==> config.mk <==
export PLATFORM = sky130hd
export DESIGN_NAME = dptr_unit
export DESIGN_NICKNAME = d
export VERILOG_FILES = /design/src/rtl/dptr_pkg.sv /design/src/rtl/dptr_reg.sv /design/src/rtl/dptr_ctl.sv /design/src/rtl/dptr_unit.sv
export SDC_FILE = /design/constraint.sdc
export NUM_CORES = 1
export LEC_CHECK = 0
export ABC_AREA = 1
export BUFFER_PORTS_ARGS = -buffer_cell sky130_fd_sc_hd__buf_2
export CORE_ASPECT_RATIO = 0.7
export CORE_MARGIN = 4
export CORE_UTILIZATION = 23
export CTS_CLUSTER_DIAMETER = 200
export DETAILED_ROUTE_END_ITERATION = 8
export PLACE_DENSITY = 0.42
export SYNTH_ARGS = -nofsm -noshare
export SYNTH_HDL_FRONTEND = slang
export SYNTH_HIERARCHICAL = 1
export SYNTH_SLANG_ARGS = --single-unit
export TNS_END_PERCENT = 5
==> constraint.sdc <==
create_clock -name clk -period 2.1 [get_ports clk]
set_input_delay 0.42 -clock clk [delete_from_list [all_inputs] [get_ports clk]]
set_output_delay 0.42 -clock clk [all_outputs]
set_load 0.005 [all_outputs]
==> src/rtl/dptr_pkg.sv <==
// Shared definitions for the dual data pointer unit.
// Assumes the core drives op codes as encoded below; codes 6 and 7 are idle.
package dptr_pkg;
    typedef enum logic [2:0] {
        OP_IDLE    = 3'd0,
        OP_STEP    = 3'd1,
        OP_LOAD    = 3'd2,
        OP_CODE_RD = 3'd3,
        OP_EXT_RD  = 3'd4,
        OP_EXT_WR  = 3'd5
    } ptr_op_e;

    // Control register bit positions (byte-wide register).
    localparam int CTL_SEL_BIT  = 0;
    localparam int CTL_SWAP_BIT = 5;
    localparam int CTL_DIR0_BIT = 6;
    localparam int CTL_DIR1_BIT = 7;

    typedef struct packed {
        logic [1:0] dir;   // per-pointer count-down flags
        logic       swap;  // auto-swap after pointer instructions
        logic       sel;   // active pointer
    } ptr_ctl_t;

    // True for every instruction class that triggers an auto-swap.
    function automatic logic is_ptr_op(input logic [2:0] code);
        return (code >= 3'd1) && (code <= 3'd5);
    endfunction
endpackage

==> src/rtl/dptr_reg.sv <==
// One address pointer with byte-wise register writes, load and up/down step.
// Assumes byte writes outrank load, and load outranks step; the caller
// asserts at most one of load_en/step_en.
module dptr_reg #(
    parameter  int PTR_W  = 16,
    parameter  int DATA_W = 8,
    localparam int NB     = PTR_W / DATA_W
) (
    input  logic              clk,
    input  logic              rst_n,
    input  logic [NB-1:0]     byte_wr,
    input  logic [DATA_W-1:0] wr_data,
    input  logic              load_en,
    input  logic [PTR_W-1:0]  load_val,
    input  logic              step_en,
    input  logic              count_down,
    output logic [PTR_W-1:0]  value
);
    logic [PTR_W-1:0] ptr_q;

    // Pointer state: reset, software byte writes, then instruction update.
    always_ff @(posedge clk) begin
        if (!rst_n) begin
            ptr_q <= '0;
        end else if (|byte_wr) begin
            for (int b = 0; b < NB; b++) begin
                if (byte_wr[b]) ptr_q[b*DATA_W +: DATA_W] <= wr_data;
            end
        end else if (load_en) begin
            ptr_q <= load_val;
        end else if (step_en) begin
            ptr_q <= count_down ? ptr_q - 1'b1 : ptr_q + 1'b1;
        end
    end

    assign value = ptr_q;
endmodule

==> src/rtl/dptr_ctl.sv <==
// Control register: active select, auto-swap enable and two direction flags.
// Assumes DATA_W is 8 so the fixed bit positions of the package fit.
module dptr_ctl
    import dptr_pkg::*;
#(
    parameter int DATA_W = 8
) (
    input  logic              clk,
    input  logic              rst_n,
    input  logic              ctl_wr,
    input  logic [DATA_W-1:0] wr_data,
    input  logic [2:0]        op_code,
    output ptr_ctl_t          ctl
);
    ptr_ctl_t ctl_q;

    // Control state: software write wins over the auto-swap.
    always_ff @(posedge clk) begin
        if (!rst_n) begin
            ctl_q <= '0;
        end else if (ctl_wr) begin
            ctl_q.sel    <= wr_data[CTL_SEL_BIT];
            ctl_q.swap   <= wr_data[CTL_SWAP_BIT];
            ctl_q.dir[0] <= wr_data[CTL_DIR0_BIT];
            ctl_q.dir[1] <= wr_data[CTL_DIR1_BIT];
        end else if (ctl_q.swap && is_ptr_op(op_code)) begin
            ctl_q.sel <= ~ctl_q.sel;
        end
    end

    assign ctl = ctl_q;
endmodule

==> src/rtl/dptr_unit.sv <==
// Top of the dual data pointer unit: register index decode, two pointers,
// the control register, read-back mux and the external address.
// Assumes the register indices of the brief; reserved bits read 0.
module dptr_unit
    import dptr_pkg::*;
#(
    parameter  int PTR_W   = 16,
    parameter  int DATA_W  = 8,
    parameter  int IDX_W   = 3,
    localparam int NB      = PTR_W / DATA_W,
    localparam int N_PTR   = 2,
    localparam int CTL_IDX = N_PTR * NB
) (
    input  logic              clk,
    input  logic              rst_n,
    input  logic [2:0]        op_code,
    input  logic [PTR_W-1:0]  load_value,
    input  logic              reg_wr_en,
    input  logic [IDX_W-1:0]  reg_wr_idx,
    input  logic [DATA_W-1:0] reg_wr_data,
    input  logic [IDX_W-1:0]  reg_rd_idx,
    output logic [DATA_W-1:0] reg_rd_data,
    output logic [PTR_W-1:0]  ext_addr
);
    ptr_ctl_t         ctl;
    logic [PTR_W-1:0] ptr_q [N_PTR];
    logic             ctl_wr;

    assign ctl_wr = reg_wr_en && (reg_wr_idx == IDX_W'(CTL_IDX));

    dptr_ctl #(.DATA_W(DATA_W)) u_ctl (
        .clk     (clk),
        .rst_n   (rst_n),
        .ctl_wr  (ctl_wr),
        .wr_data (reg_wr_data),
        .op_code (op_code),
        .ctl     (ctl)
    );

    for (genvar g = 0; g < N_PTR; g++) begin : g_ptr
        logic [NB-1:0] byte_wr;
        logic          active;

        // Byte write decode for this pointer.
        always_comb begin
            for (int b = 0; b < NB; b++) begin
                byte_wr[b] = reg_wr_en && (reg_wr_idx == IDX_W'(g*NB + b));
            end
        end

        assign active = (ctl.sel == 1'(g));

        dptr_reg #(.PTR_W(PTR_W), .DATA_W(DATA_W)) u_reg (
            .clk        (clk),
            .rst_n      (rst_n),
            .byte_wr    (byte_wr),
            .wr_data    (reg_wr_data),
            .load_en    (active && (op_code == OP_LOAD)),
            .load_val   (load_value),
            .step_en    (active && (op_code == OP_STEP)),
            .count_down (ctl.dir[g]),
            .value      (ptr_q[g])
        );
    end

    // Read-back mux over pointer bytes and the control register.
    always_comb begin
        reg_rd_data = '0;
        for (int p = 0; p < N_PTR; p++) begin
            for (int b = 0; b < NB; b++) begin
                if (reg_rd_idx == IDX_W'(p*NB + b)) reg_rd_data = ptr_q[p][b*DATA_W +: DATA_W];
            end
        end
        if (reg_rd_idx == IDX_W'(CTL_IDX)) begin
            reg_rd_data[CTL_SEL_BIT]  = ctl.sel;
            reg_rd_data[CTL_SWAP_BIT] = ctl.swap;
            reg_rd_data[CTL_DIR0_BIT] = ctl.dir[0];
            reg_rd_data[CTL_DIR1_BIT] = ctl.dir[1];
        end
    end

    assign ext_addr = ctl.sel ? ptr_q[1] : ptr_q[0];
endmodule

==> out/qor.csv <==
stage,metric,value,unit
synthesis,Yosys top cell area share,19.6,%
place,gpl congestion,0.841,
drt,wire length per cell,15.9,um
timing,Final Hold Viols,0,
timing,final max-slew violation count,0,
finish,area grow syn2layout,19.4,%
cts,Max Root-Sink Buffers,2,
setup_path,Critical Path Source,u_ctl/ctl[0],
synthesis,post-synthesis mux area share,0,%
finish,n_diodes,0,
cts,clock slew at reported path FFs,0.06,ns
synthesis,Yosys reg bits,36,
grt,vias in the first global route,4546,
setup_path,critical path endpoint category,output pin,
grt,Total GRT Usage,16.1,%
finish,post-layout utilization of the core,28.0,%
status,outcome,"finished, final reports clean",
floorplanning,starting density of the core,23.4,%
synthesis,Post-Synth Simple-Gate Area,45.8,%
synthesis,most frequent cell after synthesis,nand2_1,
cts,CTS Hold Bufs,0,
drt,total number of vias,5029,
synthesis,top post-synthesis cells by count,"nand2_1, nor2_1, inv_1",
timing,Setup-failing EPs final,0,
cts,root buffer cell,clkbuf_16,
synthesis,synthesized area per cell,5.65,um2
grt,pin count of the biggest net entering global routing,37,
synthesis,Syn Nets,848,
timing,post-layout min period,2.00,ns
finish,Layout Nets,916,
synthesis,Syn. warnings,6,
place,DP Area,0.00509,mm2
synthesis,Yosys top cell by area,nand2_1,
synthesis,Synth Area in Compound Gates,15.2,%
synthesis,"Top FF cell, synth",dfxtp_1,
cts,clk sink count,36,
cts,CTS tree,done,
synthesis,synth top area cells,"nand2_1, dfxtp_1, nor2_1, a21oi_1, ha_1",
setup_path,Crit path arrival time,1.58,ns
place,IO buf count,59,
drt,DR iter-0 viols,499,
setup_path,slowest cell on the critical path,o21ai_0,
drt,Vias per Instance,4.60,
synthesis,Netlist cell types,36,
setup_path,crit-path cells,"inv_1, buf_4, o21ai_0, buf_2",
floorplanning,die span in x,174,um
synthesis,register area share after synthesis,16.3,%
floorplanning,die footprint,0.0215,mm2
synthesis,asr flop ratio synth,0,%
timing,Tightest Pin Transition,0.694,ns
timing,upper clock frequency limit,501,MHz
setup_path,critical path peak fanout,20,
cts,TritonCTS buffer count,5,
timing,headroom to the max-slew limit,53.7,%
floorplanning,Core ar.,0.0189,mm2
timing,Tcrit/Tclk final,95.0,%
synthesis,Mapped Cells,782,
run,max-cap check violation count,0,
setup_path,CP Launch Type,flop,
grt,first-pass GRT wire length,26600,um
setup_path,"slowest stage delay, CP",0.40,ns
cts,clk_lat worst skew,0.29,ns
setup_path,crit path buf inv count,3,
setup_path,"delay-heaviest family, CP",buffers and inverters,
grt,global route overflow,0,
drt,# DRC,0,
floorplanning,Top Ports,60,
timing,Max Clock Skew,0.00358,ns
finish,post-route cell area,0.00528,mm2
floorplanning,die height,124,um
power,pwr/cell area,481,mW/mm2
place,DP Wirelength,14300,um
synthesis,"Cell Area, Synth",0.00442,mm2
grt,antenna violations before repair,0,
setup_path,Setup CP Type,reg2out,
finish,share of layout cells above drive strength 1,17.4,%
worst_hold_path,worst min-delay path class,in2reg,
synthesis,xor/xnor share of the synthesized area,1.98,%
floorplanning,row count,42,
setup_path,Critical Path RT,1.68,ns
drt,DRT antenna net count,0,
power,total power,2.54,mW
synthesis,largest family of logic cells by synthesized area,simple AND/OR/NAND/NOR gates,
worst_hold_path,Hold Crit Start,reg_wr_data[6],
power,Static Leak,2.86,nW
drt,Routed WL,17400,um
synthesis,Post-synth EDFFs,0,
power,maximum VDD drop,248,uV
cts,CTS H-tree depth,2,
drt,drt pass-1 iters,5,
setup_path,RR Startpoint,u_ctl/ctl[3],
synthesis,Synth Area in Adders,8.83,%
-- tightest hold or removal path, delay by kind of cell --
kind,cells,cell delay [ns]
buf+inv,1,0.14
simple gates,2,0.14
-- state kept, by name, summed over array words and instances, names as in the netlist --
signal             count
g_ptr.u_reg/value     32
u_ctl/ctl              4
-- what timing repair did --
action / in CTS / in global routing
setup buffers: 0 / 0
gates resized for setup: 0 / 2
endpoints found under the setup margin: 0 / 3
-- cell families after synthesis --
group           Yosys count
simple gates            452
compound gates          129
buf+inv                 125
flops                    36
fa+ha+maj                30
xor+xnor                 10
-- layer usage --
layer | global-route usage, % | up-vias | wire length (um) | part of all wire, %
li1 | - | 2640 | - | -
met1 | 27.4 | 2229 | 9780 | 56
met2 | 21.3 | 158 | 6360 | 36
met3 | 2.49 | 2 | 1260 | 7.2
met4 | 1.14 | 0 | 19 | 0.11
met5 | 0 | - | 0 | 0
-- per-stage QoR --
step           cells  setup TNS [ns]  hold WS [ns]  setup slack [ns]
2_1_floorplan    782               0         0.445             0.163
3_3_place_gp    1085               0         0.559             0.140
3_5_place_dp    1085               0         0.554            0.0730
4_1_cts         1093               0         0.443             0.135
5_1_grt         1093         -0.0177         0.472           -0.0177
6_report        1093               0         0.453             0.105
-- layout make-up --
class / count / area, um2
Clock buffer: 7 / 153
Inverter: 110 / 430
Clock inverter: 1 / 30.0
Timing Repair Buffer: 76 / 460
Fill cell: 2166 / 13600
Multi-Input combinational cell: 621 / 3180
Sequential cell: 36 / 721
Tap cell: 242 / 303
-- cells in the final DEF, fill, tap and decap left out, drive strengths merged, types with 4 or more instances in the layout --
cell,netlist,final
nor2,118,118
or2,4,4
inv,110,110
xor2,4,4
nor3,12,12
xnor2,6,6
nand2,244,244
a21oi,71,71
o211ai,6,6
clkbuf,3,7
nand3,62,62
buf,12,76
o21ai,52,52
nand4,6,6
nand3b,4,4
dfxtp,36,36
ha,28,28
-- final timing paths --
check	end	slack (ns)	cells after the start
max	ext_addr[7]	0.10	4
min reg2reg	u_ctl/ctl[2]	0.56	2
min	u_ctl/ctl[2]	0.45	3
max reg2reg	g_ptr[1].u_reg/value[14]	0.20	11
-- power breakdown --
part	switching, mW	total (mW)	leakage [nW]	internal (mW)
clock network	0.320	0.947	0.0901	0.626
registers	0.0752	0.809	0.295	0.734
logic	0.493	0.781	2.48	0.288
total	0.888	2.54	2.86	1.65
(Power assumes the default switching activity.)
